<file path="config.mk">
export PLATFORM = sky130hd
export DESIGN_NAME = cmdInjector
export DESIGN_NICKNAME = d
export VERILOG_FILES = /design/src/rtl/cmdInjectorPkg.sv /design/src/rtl/cmdInjectorData.sv /design/src/rtl/cmdInjectorCtrl.sv /design/src/rtl/cmdInjector.sv
export SDC_FILE = /design/constraint.sdc
export NUM_CORES = 1
export LEC_CHECK = 0
export ABC_CLOCK_PERIOD_IN_PS = 5700
export BUFFER_PORTS_ARGS = -buffer_cell sky130_fd_sc_hd__buf_2
export CELL_PAD_IN_SITES_DETAIL_PLACEMENT = 2
export CELL_PAD_IN_SITES_GLOBAL_PLACEMENT = 2
export CORE_UTILIZATION = 29
export DETAILED_ROUTE_END_ITERATION = 12
export GPL_TIMING_DRIVEN = 0
export HOLD_SLACK_MARGIN = 0.08
export PLACE_DENSITY = 0.54
export SETUP_SLACK_MARGIN = 0.4
export SYNTH_ARGS = -nofsm -noshare
export SYNTH_HDL_FRONTEND = slang
export SYNTH_SLANG_ARGS = --single-unit
</file>
<file path="constraint.sdc">
create_clock -name clk -period 5.7 [get_ports clk]
set_input_delay 1.14 -clock clk [delete_from_list [all_inputs] [get_ports clk]]
set_output_delay 1.14 -clock clk [all_outputs]
set_load 0.03 [all_outputs]
</file>
<file path="src/rtl/cmdInjectorPkg.sv">
package cmdInjectorPkg;
  // Strobes from the control unit to the datapath
  typedef struct packed {
    logic memWrite;   // store the incoming command byte
    logic showFill;   // present the filler byte instead of the buffer
  } ctrlStrobes_t;
endpackage

</file>
<file path="src/rtl/cmdInjectorData.sv">
module cmdInjectorData #(
  parameter int DATA_W    = 8,
  parameter int MAX_LEN   = 16,
  parameter logic [DATA_W-1:0] FILL_BYTE = 8'h20,
  localparam int ADDR_W   = (MAX_LEN > 1) ? $clog2(MAX_LEN) : 1
) (
  input  logic                        clk,
  input  cmdInjectorPkg::ctrlStrobes_t strobes,
  input  logic [ADDR_W-1:0]           wrAddr,
  input  logic [DATA_W-1:0]           wrData,
  input  logic [ADDR_W-1:0]           rdAddr,
  input  logic [ADDR_W-1:0]           echoAddr,
  input  logic [DATA_W-1:0]           echoData,
  output logic [DATA_W-1:0]           rxData,
  output logic                        echoMatch
);
  logic [DATA_W-1:0] cmdMem [MAX_LEN];

  always_ff @(posedge clk) begin
    if (strobes.memWrite) cmdMem[wrAddr] <= wrData;
  end

  always_comb begin
    rxData    = strobes.showFill ? FILL_BYTE : cmdMem[rdAddr];
    echoMatch = (cmdMem[echoAddr] == echoData);
  end
endmodule

</file>
<file path="src/rtl/cmdInjectorCtrl.sv">
module cmdInjectorCtrl #(
  parameter int MAX_LEN    = 16,
  parameter int FILL_COUNT = 2,
  localparam int LEN_W     = $clog2(MAX_LEN + 1),
  localparam int ADDR_W    = (MAX_LEN > 1) ? $clog2(MAX_LEN) : 1,
  localparam int FILL_W    = $clog2(FILL_COUNT + 1)
) (
  input  logic                         clk,
  input  logic                         rstN,
  input  logic                         cmdWrite,
  input  logic                         cmdGo,
  input  logic                         rxRead,
  input  logic                         txWrite,
  input  logic                         echoMatch,
  output cmdInjectorPkg::ctrlStrobes_t strobes,
  output logic [ADDR_W-1:0]            wrAddr,
  output logic [ADDR_W-1:0]            rdAddr,
  output logic [ADDR_W-1:0]            echoAddr,
  output logic                         rxEmpty,
  output logic                         cmdReady,
  output logic                         done,
  output logic                         mismatch
);
  localparam logic [LEN_W-1:0]  CAP       = LEN_W'(MAX_LEN);
  localparam logic [FILL_W-1:0] FILL_INIT = FILL_W'(FILL_COUNT);

  logic [LEN_W-1:0]  wrCount, sendLen, rdPtr, echoPtr;
  logic [FILL_W-1:0] fillLeft;
  logic              armed;
  logic              fillPending, sending, avail, readOk, goOk, writeOk, echoOk;

  always_comb begin
    fillPending = (fillLeft != '0);
    sending     = (rdPtr != sendLen);
    avail       = fillPending || sending;
    cmdReady    = !armed && !sending;
    readOk      = rxRead && avail;
    goOk        = cmdGo && cmdReady && (wrCount != '0);
    writeOk     = cmdWrite && cmdReady && !goOk && (wrCount < CAP);
    echoOk      = txWrite && armed;
    rxEmpty     = !avail;
    strobes.memWrite = writeOk;
    strobes.showFill = fillPending;
    wrAddr   = ADDR_W'(wrCount);
    rdAddr   = ADDR_W'(rdPtr);
    echoAddr = ADDR_W'(echoPtr);
  end

  // Read side: fillers first, then the launched command
  always_ff @(posedge clk or negedge rstN) begin
    if (!rstN) begin
      fillLeft <= FILL_INIT;
      rdPtr    <= '0;
      sendLen  <= '0;
    end else begin
      if (goOk) begin
        sendLen <= wrCount;
        rdPtr   <= '0;
      end else if (readOk && !fillPending) begin
        rdPtr <= rdPtr + LEN_W'(1);
      end
      if (readOk && fillPending) fillLeft <= fillLeft - FILL_W'(1);
    end
  end

  // Load side
  always_ff @(posedge clk or negedge rstN) begin
    if (!rstN) begin
      wrCount <= '0;
    end else if (goOk) begin
      wrCount <= '0;
    end else if (writeOk) begin
      wrCount <= wrCount + LEN_W'(1);
    end
  end

  // Echo comparison
  always_ff @(posedge clk or negedge rstN) begin
    if (!rstN) begin
      armed    <= 1'b0;
      echoPtr  <= '0;
      done     <= 1'b0;
      mismatch <= 1'b0;
    end else if (goOk) begin
      armed    <= 1'b1;
      echoPtr  <= '0;
      done     <= 1'b0;
      mismatch <= 1'b0;
    end else if (echoOk) begin
      if (!echoMatch) begin
        mismatch <= 1'b1;
        armed    <= 1'b0;
      end else if (echoPtr == sendLen - LEN_W'(1)) begin
        done  <= 1'b1;
        armed <= 1'b0;
      end else begin
        echoPtr <= echoPtr + LEN_W'(1);
      end
    end
  end
endmodule

</file>
<file path="src/rtl/cmdInjector.sv">
module cmdInjector #(
  parameter int DATA_W     = 8,
  parameter int MAX_LEN    = 16,
  parameter int FILL_COUNT = 2,
  parameter logic [DATA_W-1:0] FILL_BYTE = 8'h20
) (
  input  logic              clk,
  input  logic              rstN,
  input  logic              cmdWrite,
  input  logic [DATA_W-1:0] cmdByte,
  input  logic              cmdGo,
  output logic              cmdReady,
  output logic [DATA_W-1:0] rxData,
  output logic              rxEmpty,
  input  logic              rxRead,
  input  logic [DATA_W-1:0] txData,
  input  logic              txWrite,
  output logic              txFull,
  output logic              done,
  output logic              mismatch
);
  localparam int ADDR_W = (MAX_LEN > 1) ? $clog2(MAX_LEN) : 1;

  cmdInjectorPkg::ctrlStrobes_t strobes;
  logic [ADDR_W-1:0] wrAddr, rdAddr, echoAddr;
  logic              echoMatch;

  // Every echo byte is consumed on arrival, so the echo channel never fills
  assign txFull = 1'b0;

  cmdInjectorCtrl #(.MAX_LEN(MAX_LEN), .FILL_COUNT(FILL_COUNT)) ctrl (
    .clk(clk), .rstN(rstN), .cmdWrite(cmdWrite), .cmdGo(cmdGo),
    .rxRead(rxRead), .txWrite(txWrite), .echoMatch(echoMatch),
    .strobes(strobes), .wrAddr(wrAddr), .rdAddr(rdAddr), .echoAddr(echoAddr),
    .rxEmpty(rxEmpty), .cmdReady(cmdReady), .done(done), .mismatch(mismatch)
  );

  cmdInjectorData #(.DATA_W(DATA_W), .MAX_LEN(MAX_LEN), .FILL_BYTE(FILL_BYTE)) data (
    .clk(clk), .strobes(strobes), .wrAddr(wrAddr), .wrData(cmdByte),
    .rdAddr(rdAddr), .echoAddr(echoAddr), .echoData(txData),
    .rxData(rxData), .echoMatch(echoMatch)
  );
endmodule

</file>
# After elaboration in Yosys (flattened, before gate mapping)
# Memories as Yosys holds them, arrays and structs flattened.
# Cells that the tools add are included.
[word_totals] n_memories=1 ff_bits=25 romBits=0 out_inout_bits=13 latch_bits=0 inputBits=22 ramBits=128
[mem_list] name="data.cmdMem" words=16 width=8 rd=2 rd_clocked_by_memory_dff=0 wr=1 line_no="cmdInjectorData.sv:17" rtl="logic [DATA_W-1:0] cmdMem [MAX_LEN];"
[op_classes] n_eq_ne=6 mul=0 muxes=22 n_addsub=5 order_cmp=1 shifts=0 div_mod_pow=0 reduce_logical=27 bitwise=0
[ops] operator="5-bit 2-to-1 mux" count=8
[ops] operator="5-bit by 1-bit adder with 5-bit output (second input constant)" count=3
[ops] operator="1-bit 2-to-1 mux" count=13
[ops] operator="2-bit nonzero test" count=6
[ops] operator="1-bit logical AND" count=10
[ops] operator="8-bit == test" count=1
[ops] operator="8-bit 2-to-1 mux" count=1
[ops] operator="3-bit AND reduction" count=2
[ops] operator="5-bit == test" count=1
[ops] operator="1-bit logical NOT" count=5
[ops] operator="5-bit < comparator (second input constant)" count=1
[ops] operator="5-bit != test" count=1
[ops] operator="5-bit nonzero test" count=1
[ops] operator="5-bit by 1-bit subtractor with 5-bit output (second input constant)" count=1
[ops] operator="2-bit AND reduction" count=2
[ops] operator="3-bit != test (second input constant)" count=1
[ops] operator="2-bit by 1-bit != test with 1-bit output (second input constant)" count=1
[ops] operator="2-bit != test (second input constant)" count=1
[ops] operator="2-bit by 1-bit subtractor with 2-bit output (second input constant)" count=1
[ops] operator="1-bit logical OR" count=1

# Depth between registers and ports, before layout
# Gate-level depths: netlist of run 1.
[logic_depth] depth_word=10 ltp_mapped=11 depth_no_buf=9

# Hierarchy
# From an unflattened synthesis of run 1, not the netlist that was laid out.
[unflattened] cells_unflattened=475 hier_area_um2=7721.2
[modules_own_cells] mod="cmdInjectorData" area_per_inst_um2=6202.2 seq_area_each_um2=3843.7 n_inst=1 cells_each=322
[modules_own_cells] mod="cmdInjectorCtrl" area_per_inst_um2=1507.7 seq_area_each_um2=626.9 n_inst=1 cells_each=151
[modules_own_cells] mod="cmdInjector" area_per_inst_um2=11.3 seq_area_each_um2=0.0 n_inst=1 cells_each=2

# Worst setup path before layout of run 1
# No wires, ideal clock.
[synth_timing] path_kind="reg-to-output" startpoint="register ctrl.rdPtr[0]" endpoint="output rxData[0]" arrival_time_ns=2.503 path_stages_with_launch=6 setup_slack_ns=2.057 path_cell_list="dfrtp_1 > clkbuf_1 > buf_1 > mux4_2 > mux4_2 > and2_1"
[synth_via] elab_chain_cells=2
[synth_lines] element="start, declared" line_no="cmdInjectorCtrl.sv:27" rtl="logic [LEN_W-1:0] wrCount, sendLen, rdPtr, echoPtr;"
[synth_lines] element="start signal, assigned" line_no="cmdInjectorCtrl.sv:60" rtl="rdPtr <= rdPtr + LEN_W'(1);"
[synth_lines] element="memory 16 x 8 bit"
[synth_lines] element="8-bit 2-to-1 mux" line_no="cmdInjectorData.sv:24" rtl="rxData = strobes.showFill ? FILL_BYTE : cmdMem[rdAddr];"
[synth_lines] element="end, declared" line_no="cmdInjector.sv:13" rtl="output logic [DATA_W-1:0] rxData,"
# No other way between the ends.

# Final worst setup path of run 1
[layout_timing] startpoint="register ctrl.rdPtr[0]" endpoint="output rxData[1]"
# Same word-level chain as after synthesis.

==> run metrics, run 1 <==
row cnt 59; slew of the pin with the lowest slew margin 1290 ps; first-pass GRT wire length 35.6 mm; worst min path class reg -> reg; fin crit share 85.2%; crit-path leading delay family buffers and inverters; Total GRT Usage 19.4%; # port buffers 31; WL per Instance 27.6 um; Post-synth ARST share 16.3%; Synth cell types 53; outcome completed; initial core utilization 29.5%; nature of the critical path startpoint register; CP peak stage delay 950 ps; FMAX 0.206 GHz; CTS resizes 0; Die Ht 165 um; WP data arrival 3720 ps; vias per cell 5.13; kind of critical path reg -> out; core area 0.0260 mm2; WL final 24.2 mm; CTS buffer count 17; Root Buffer clkbuf_16; CTS clock-pin slew for the worst setup and hold paths 70 ps; Die X 165 um; CTS H-Tree Depth 4; CTS max path bufs 2; via count 4502; Nets 559; Slew Limit Headroom 13.9%; setup bufs post-CTS 0; #FFs+latches synth 153; TritonCTS Sinks 153; total congestion overflow 0; Max Cap Violations 0; element type at the critical path end output port; Antenna Cells 0; Most used DFF post-synth edfxtp_1; Synth area leaders edfxtp_1, mux4_2, dfrtp_1, mux4_1, xnor2_1; leak pwr 2.99 nW; Yosys top cell area share 50.1%; 1st-pass router iterations 4; Clock Skew 12.7 ps; largest net degree at the start of global routing 26; die area 0.0271 mm2; Max VDD drop 0.201 mV; clock tree from TritonCTS done; Crit Path Max Fanout 10; EDFF count, synth 128; CP bufs+invs 3; CP required 4560 ps; pwr dens 410 mW/mm2; Final WS setup 841 ps; layout cells sized above 1 29.0%; Hold Violations, Final 0; Post-CTS Hold Fix Bufs 0; CP Cell Sequence clkbuf_1 > buf_1 > mux4_2 > mux4_2 > and2_1 > buf_2; Critical Path Slowest Stage Cell buf_1; cell area after synthesis 0.00767 mm2; I/O pin count 35; most frequent cell after synthesis edfxtp_1; RSZ-0062 raised after global routing false; DRC Markers 0; Slew Viols, Final 0; top cells by count, synth edfxtp_1, mux4_2, nor2_1, dfrtp_1, xnor2_1; biggest area consumer among synthesized cells edfxtp_1; Fill cells 2637; vias in the first global route 5174; area delta synth->final 16.6%; Post-Syn Area per Cell 16.2 um2; Final HPWL DP 17.1 mm; Clk Latency, worst-skew pair 430 ps; CP most frequent cell mux4_2; Setup WS pre-CTS 1140 ps; Seq/Total Area, Yosys 58.3%; Mapped Cells 472; final setup vio count 0; Setup TNS Final 0 ps; Mapped Nets 502; ANT nets after route 0; Final Wtd Congestion 0.753; synth warn 0; min cycle time layout 4860 ps; DR iter-0 viols 287; initial antenna violation count 1
area by class of cell:
class | count | area (um2) | share of cell area, %
clock buffers | 18 | 429 | 4.80
clock inverters | 14 | 161 | 1.80
multi-input cells | 275 | 2990 | 33.4
repair buffers | 38 | 234 | 2.62
inverters | 14 | 52.6 | 0.588
flip-flops and latches | 153 | 4470 | 50.0
plain buffers | 30 | 189 | 2.11
well taps | 335 | 419 | 4.69
final timing paths:
check | end | cells after the start | slack (ps) | start
min | ctrl.fillLeft[1]$_DFFE_PN1P_ | 2 | 500 | ctrl.fillLeft[1]$_DFFE_PN1P_
min in group asynchronous | ctrl.wrCount[3]$_DFFE_PN0P_ | 1 | 720 | rstN
min reg2reg | ctrl.fillLeft[1]$_DFFE_PN1P_ | 2 | 500 | ctrl.fillLeft[1]$_DFFE_PN1P_
max reg2reg | data.cmdMem[11][2]$_DFFE_PP_ | 9 | 1670 | ctrl.rdPtr[1]$_DFFE_PN0P_
max | rxData[1] | 6 | 840 | ctrl.rdPtr[0]$_DFFE_PN0P_
max in group asynchronous | ctrl.echoPtr[4]$_DFFE_PN0P_ | 1 | 4560 | rstN
logic make-up (layout without fill, tap and decap cells):
family          after synthesis  in the layout  synth area share, %
flops                       153            153                 58.3
compound gates               32             32                 3.21
simple gates                101            101                 6.31
fa+ha+maj                     8              8                 1.31
xor+xnor                     43             43                 4.91
buf+inv                      44            114                 3.15
other cells                   1              1               0.0489
mux                          90             90                 22.8
stage by stage:
| step | instances | total power, mW | cell area (um2) | utilization [%] | hold slack [ps] |
|---|---|---|---|---|---|
| final | 877 | 3.67 | 8940 | 34.4 | 497 |
| after global routing | 877 | 3.84 | 8940 | 34.4 | 518 |
| after CTS | 877 | 3.73 | 8940 | 34.4 | 513 |
| after detailed placement | 845 | 2.57 | 8350 | 32.1 | 500 |
| after global placement | 838 | 2.53 | 8240 | 31.7 | 463 |
| after floorplan | 472 | 2.17 | 7670 | - | 446 |
sequential cells by signal, indices dropped and copies added (netlist names):
name and count:
ctrl.echoPtr 5, ctrl.rdPtr 5, ctrl.sendLen 5, ctrl.mismatch 1, data.cmdMem 128, ctrl.done 1, ctrl.armed 1, ctrl.wrCount 5
ctrl.fillLeft 2
where the power goes:
group,switching [mW],internal (mW),total (mW)
registers,0.0554,1.27,1.33
logic,0.684,0.503,1.19
clock network,0.502,0.656,1.16
worst register-to-register path: stages (launching register included):
cell      delay [ps]
dfrtp_1          350
clkbuf_1         490
xor2_1           140
nor3_1           270
nand3_1          200
nor2_1           360
and3_1           210
clkbuf_1         320
nand3_1          280
nor2_1          1030
cells in the final DEF (no fill, tap or decap), types with 3 or more instances in the layout:
cell type	instances
buf_4	5
and2_1	8
inv_6	5
nand2b_1	4
mux4_2	55
mux2_2	4
or4_1	4
o21ai_0	6
buf_2	32
xor2_1	20
nand3_1	11
nand4_1	3
nor3_1	6
clkinv_4	3
inv_1	14
ha_1	8
buf_1	4
nor2_2	4
nand2_1	22
clkbuf_16	17
clkbuf_1	15
o31ai_1	3
buf_6	10
nor2_1	27
mux2i_1	20
dfrtp_1	24
edfxtp_1	128
xnor2_1	23
mux4_1	9
a21oi_1	7
and3_1	3
nor3_2	5
layer usage:
| metal | vias up | wire length (um) | GRT usage [%] |
|---|---|---|---|
| met5 | - | 0 | 0 |
| met1 | 2421 | 10200 | 24.2 |
| met2 | 90 | 12600 | 34.3 |
| li1 | 1971 | - | - |
| met4 | 0 | 422 | 6.13 |
| met3 | 20 | 886 | 2.89 |
(Power assumes the default switching activity.)
==> inputs of run 2 (changes only) <==
--- a/config.mk
+++ b/config.mk
@@ -13,7 +13,7 @@
 export DETAILED_ROUTE_END_ITERATION = 12
 export GPL_TIMING_DRIVEN = 0
 export HOLD_SLACK_MARGIN = 0.08
-export PLACE_DENSITY = 0.54
+export PLACE_DENSITY = 0.57
 export SETUP_SLACK_MARGIN = 0.4
 export SYNTH_ARGS = -nofsm -noshare
 export SYNTH_HDL_FRONTEND = slang
==> run metrics, run 2 (synthesis gave the netlist of run 1 again) <==
Die Ht 165 um; Clock Skew 15.4 ps; CP bufs+invs 3; Nets 556; Antenna Cells 0; layout cells sized above 1 27.8%; TritonCTS Sinks 153; Slew Limit Headroom 7.08%; M3 GR Usage 2.49%; vias per cell 5.13; Die X 165 um; multi-input logic area 0.00298 mm2; worst min path class reg -> reg; WL final 23.3 mm; slew of the pin with the lowest slew margin 1390 ps; Hold Worst Slack 488 ps; DR iter-0 viols 279; CP most frequent cell mux4_2; Final HPWL DP 16.1 mm; pwr dens 416 mW/mm2; setup bufs post-CTS 0; core area 0.0260 mm2; vias in the first global route 5000; Seq. cell area 0.00447 mm2; Max Cap Violations 0; CP Cell Sequence clkbuf_1 > buf_1 > mux4_2 > mux4_2 > and2_1 > buf_2; largest net degree at the start of global routing 26; Setup TNS Final 0 ps; Slew Viols, Final 0; ANT nets after route 0; row cnt 59; GRT met1 Usage 24.5%; clock tree from TritonCTS done; commonest cells after routing, fill and taps aside edfxtp_1, mux4_2, buf_2; crit-path leading delay family buffers and inverters; 1st-pass router iterations 4; Most Crowded Layer GR met2; first-pass GRT wire length 34.4 mm; RSZ-0062 raised after global routing false; I/O pin count 35; WL per Instance 26.7 um; Final Wtd Congestion 0.740; fin crit share 86.9%; CTS max path bufs 2; Total GRT Usage 18.5%; Hold Violations, Final 0; outcome completed; FMAX 0.202 GHz; Critical Path Slowest Stage Cell buf_1; CTS H-Tree Depth 4; Root Buffer clkbuf_16; leak pwr 2.98 nW; Clk Latency, worst-skew pair 440 ps; Crit Path Max Fanout 10; WP data arrival 3810 ps; DRC Markers 0; CTS resizes 0; Fill cells 2622; total congestion overflow 0; CTS clock-pin slew for the worst setup and hold paths 70 ps; CP peak stage delay 960 ps; Max VDD drop 0.201 mV; initial core utilization 29.5%; area delta synth->final 16.3%; final setup vio count 0; initial antenna violation count 1; die area 0.0271 mm2; GR Layer Usage met2 30.9%; # port buffers 31; Top reg by flops data.cmdMem; kind of critical path reg -> out; min cycle time layout 4950 ps; element type at the critical path end output port; Post-CTS Hold Fix Bufs 0; via count 4482; max FFs per register 128; CTS buffer count 17; CP required 4560 ps; commonest non-fill, non-tap cell in the layout edfxtp_1; nature of the critical path startpoint register
[run 2: stage by stage]
stage | setup slack, ps | util, % | instance area [um2] | cells | total power [mW]
6_report | 746 | 34.3 | 8920 | 874 | 3.71
5_1_grt | 548 | 34.3 | 8920 | 874 | 3.86
4_1_cts | 694 | 34.3 | 8920 | 874 | 3.75
3_5_place_dp | 1170 | 32.0 | 8310 | 842 | 2.56
3_3_place_gp | 1170 | 31.7 | 8240 | 838 | 2.52
2_1_floorplan | 2060 | - | 7670 | 472 | 2.17
[run 2: area by class of cell]
class	count	share of cell area, %
sequential	153	50.1
timing repair buffer	35	2.24
clock inverter	15	2.06
inverter	14	0.589
tap	335	4.70
clock buffer	17	4.77
multi-input combinational	275	33.4
buffer	30	2.12
[run 2: worst paths after layout]
kind,startpoint,endpoint,slack (ps),cells after the start
worst min-delay path,ctrl.fillLeft[0]$_DFFE_PN0P_,ctrl.fillLeft[0]$_DFFE_PN0P_,490,1
worst max-delay path,ctrl.rdPtr[0]$_DFFE_PN0P_,rxData[6],750,6
worst min register to register,ctrl.fillLeft[0]$_DFFE_PN0P_,ctrl.fillLeft[0]$_DFFE_PN0P_,490,1
worst max register to register,ctrl.rdPtr[1]$_DFFE_PN0P_,data.cmdMem[12][0]$_DFFE_PP_,1670,9
max in group asynchronous,rstN,ctrl.rdPtr[2]$_DFFE_PN0P_,4590,1
min in group asynchronous,rstN,ctrl.echoPtr[4]$_DFFE_PN0P_,710,1
[run 2: power breakdown]
group	switching [mW]	internal (mW)
Clock	0.519	0.665
Combinational	0.694	0.504
Sequential	0.0563	1.27
Total	1.27	2.44
[run 2: layer usage]
metal / part of all wire (%) / vias to the layer above
li1: - / 1966
met5: 0.051 / -
met1: 43 / 2394
met2: 51 / 92
met4: 1.7 / 2
met3: 4.5 / 28
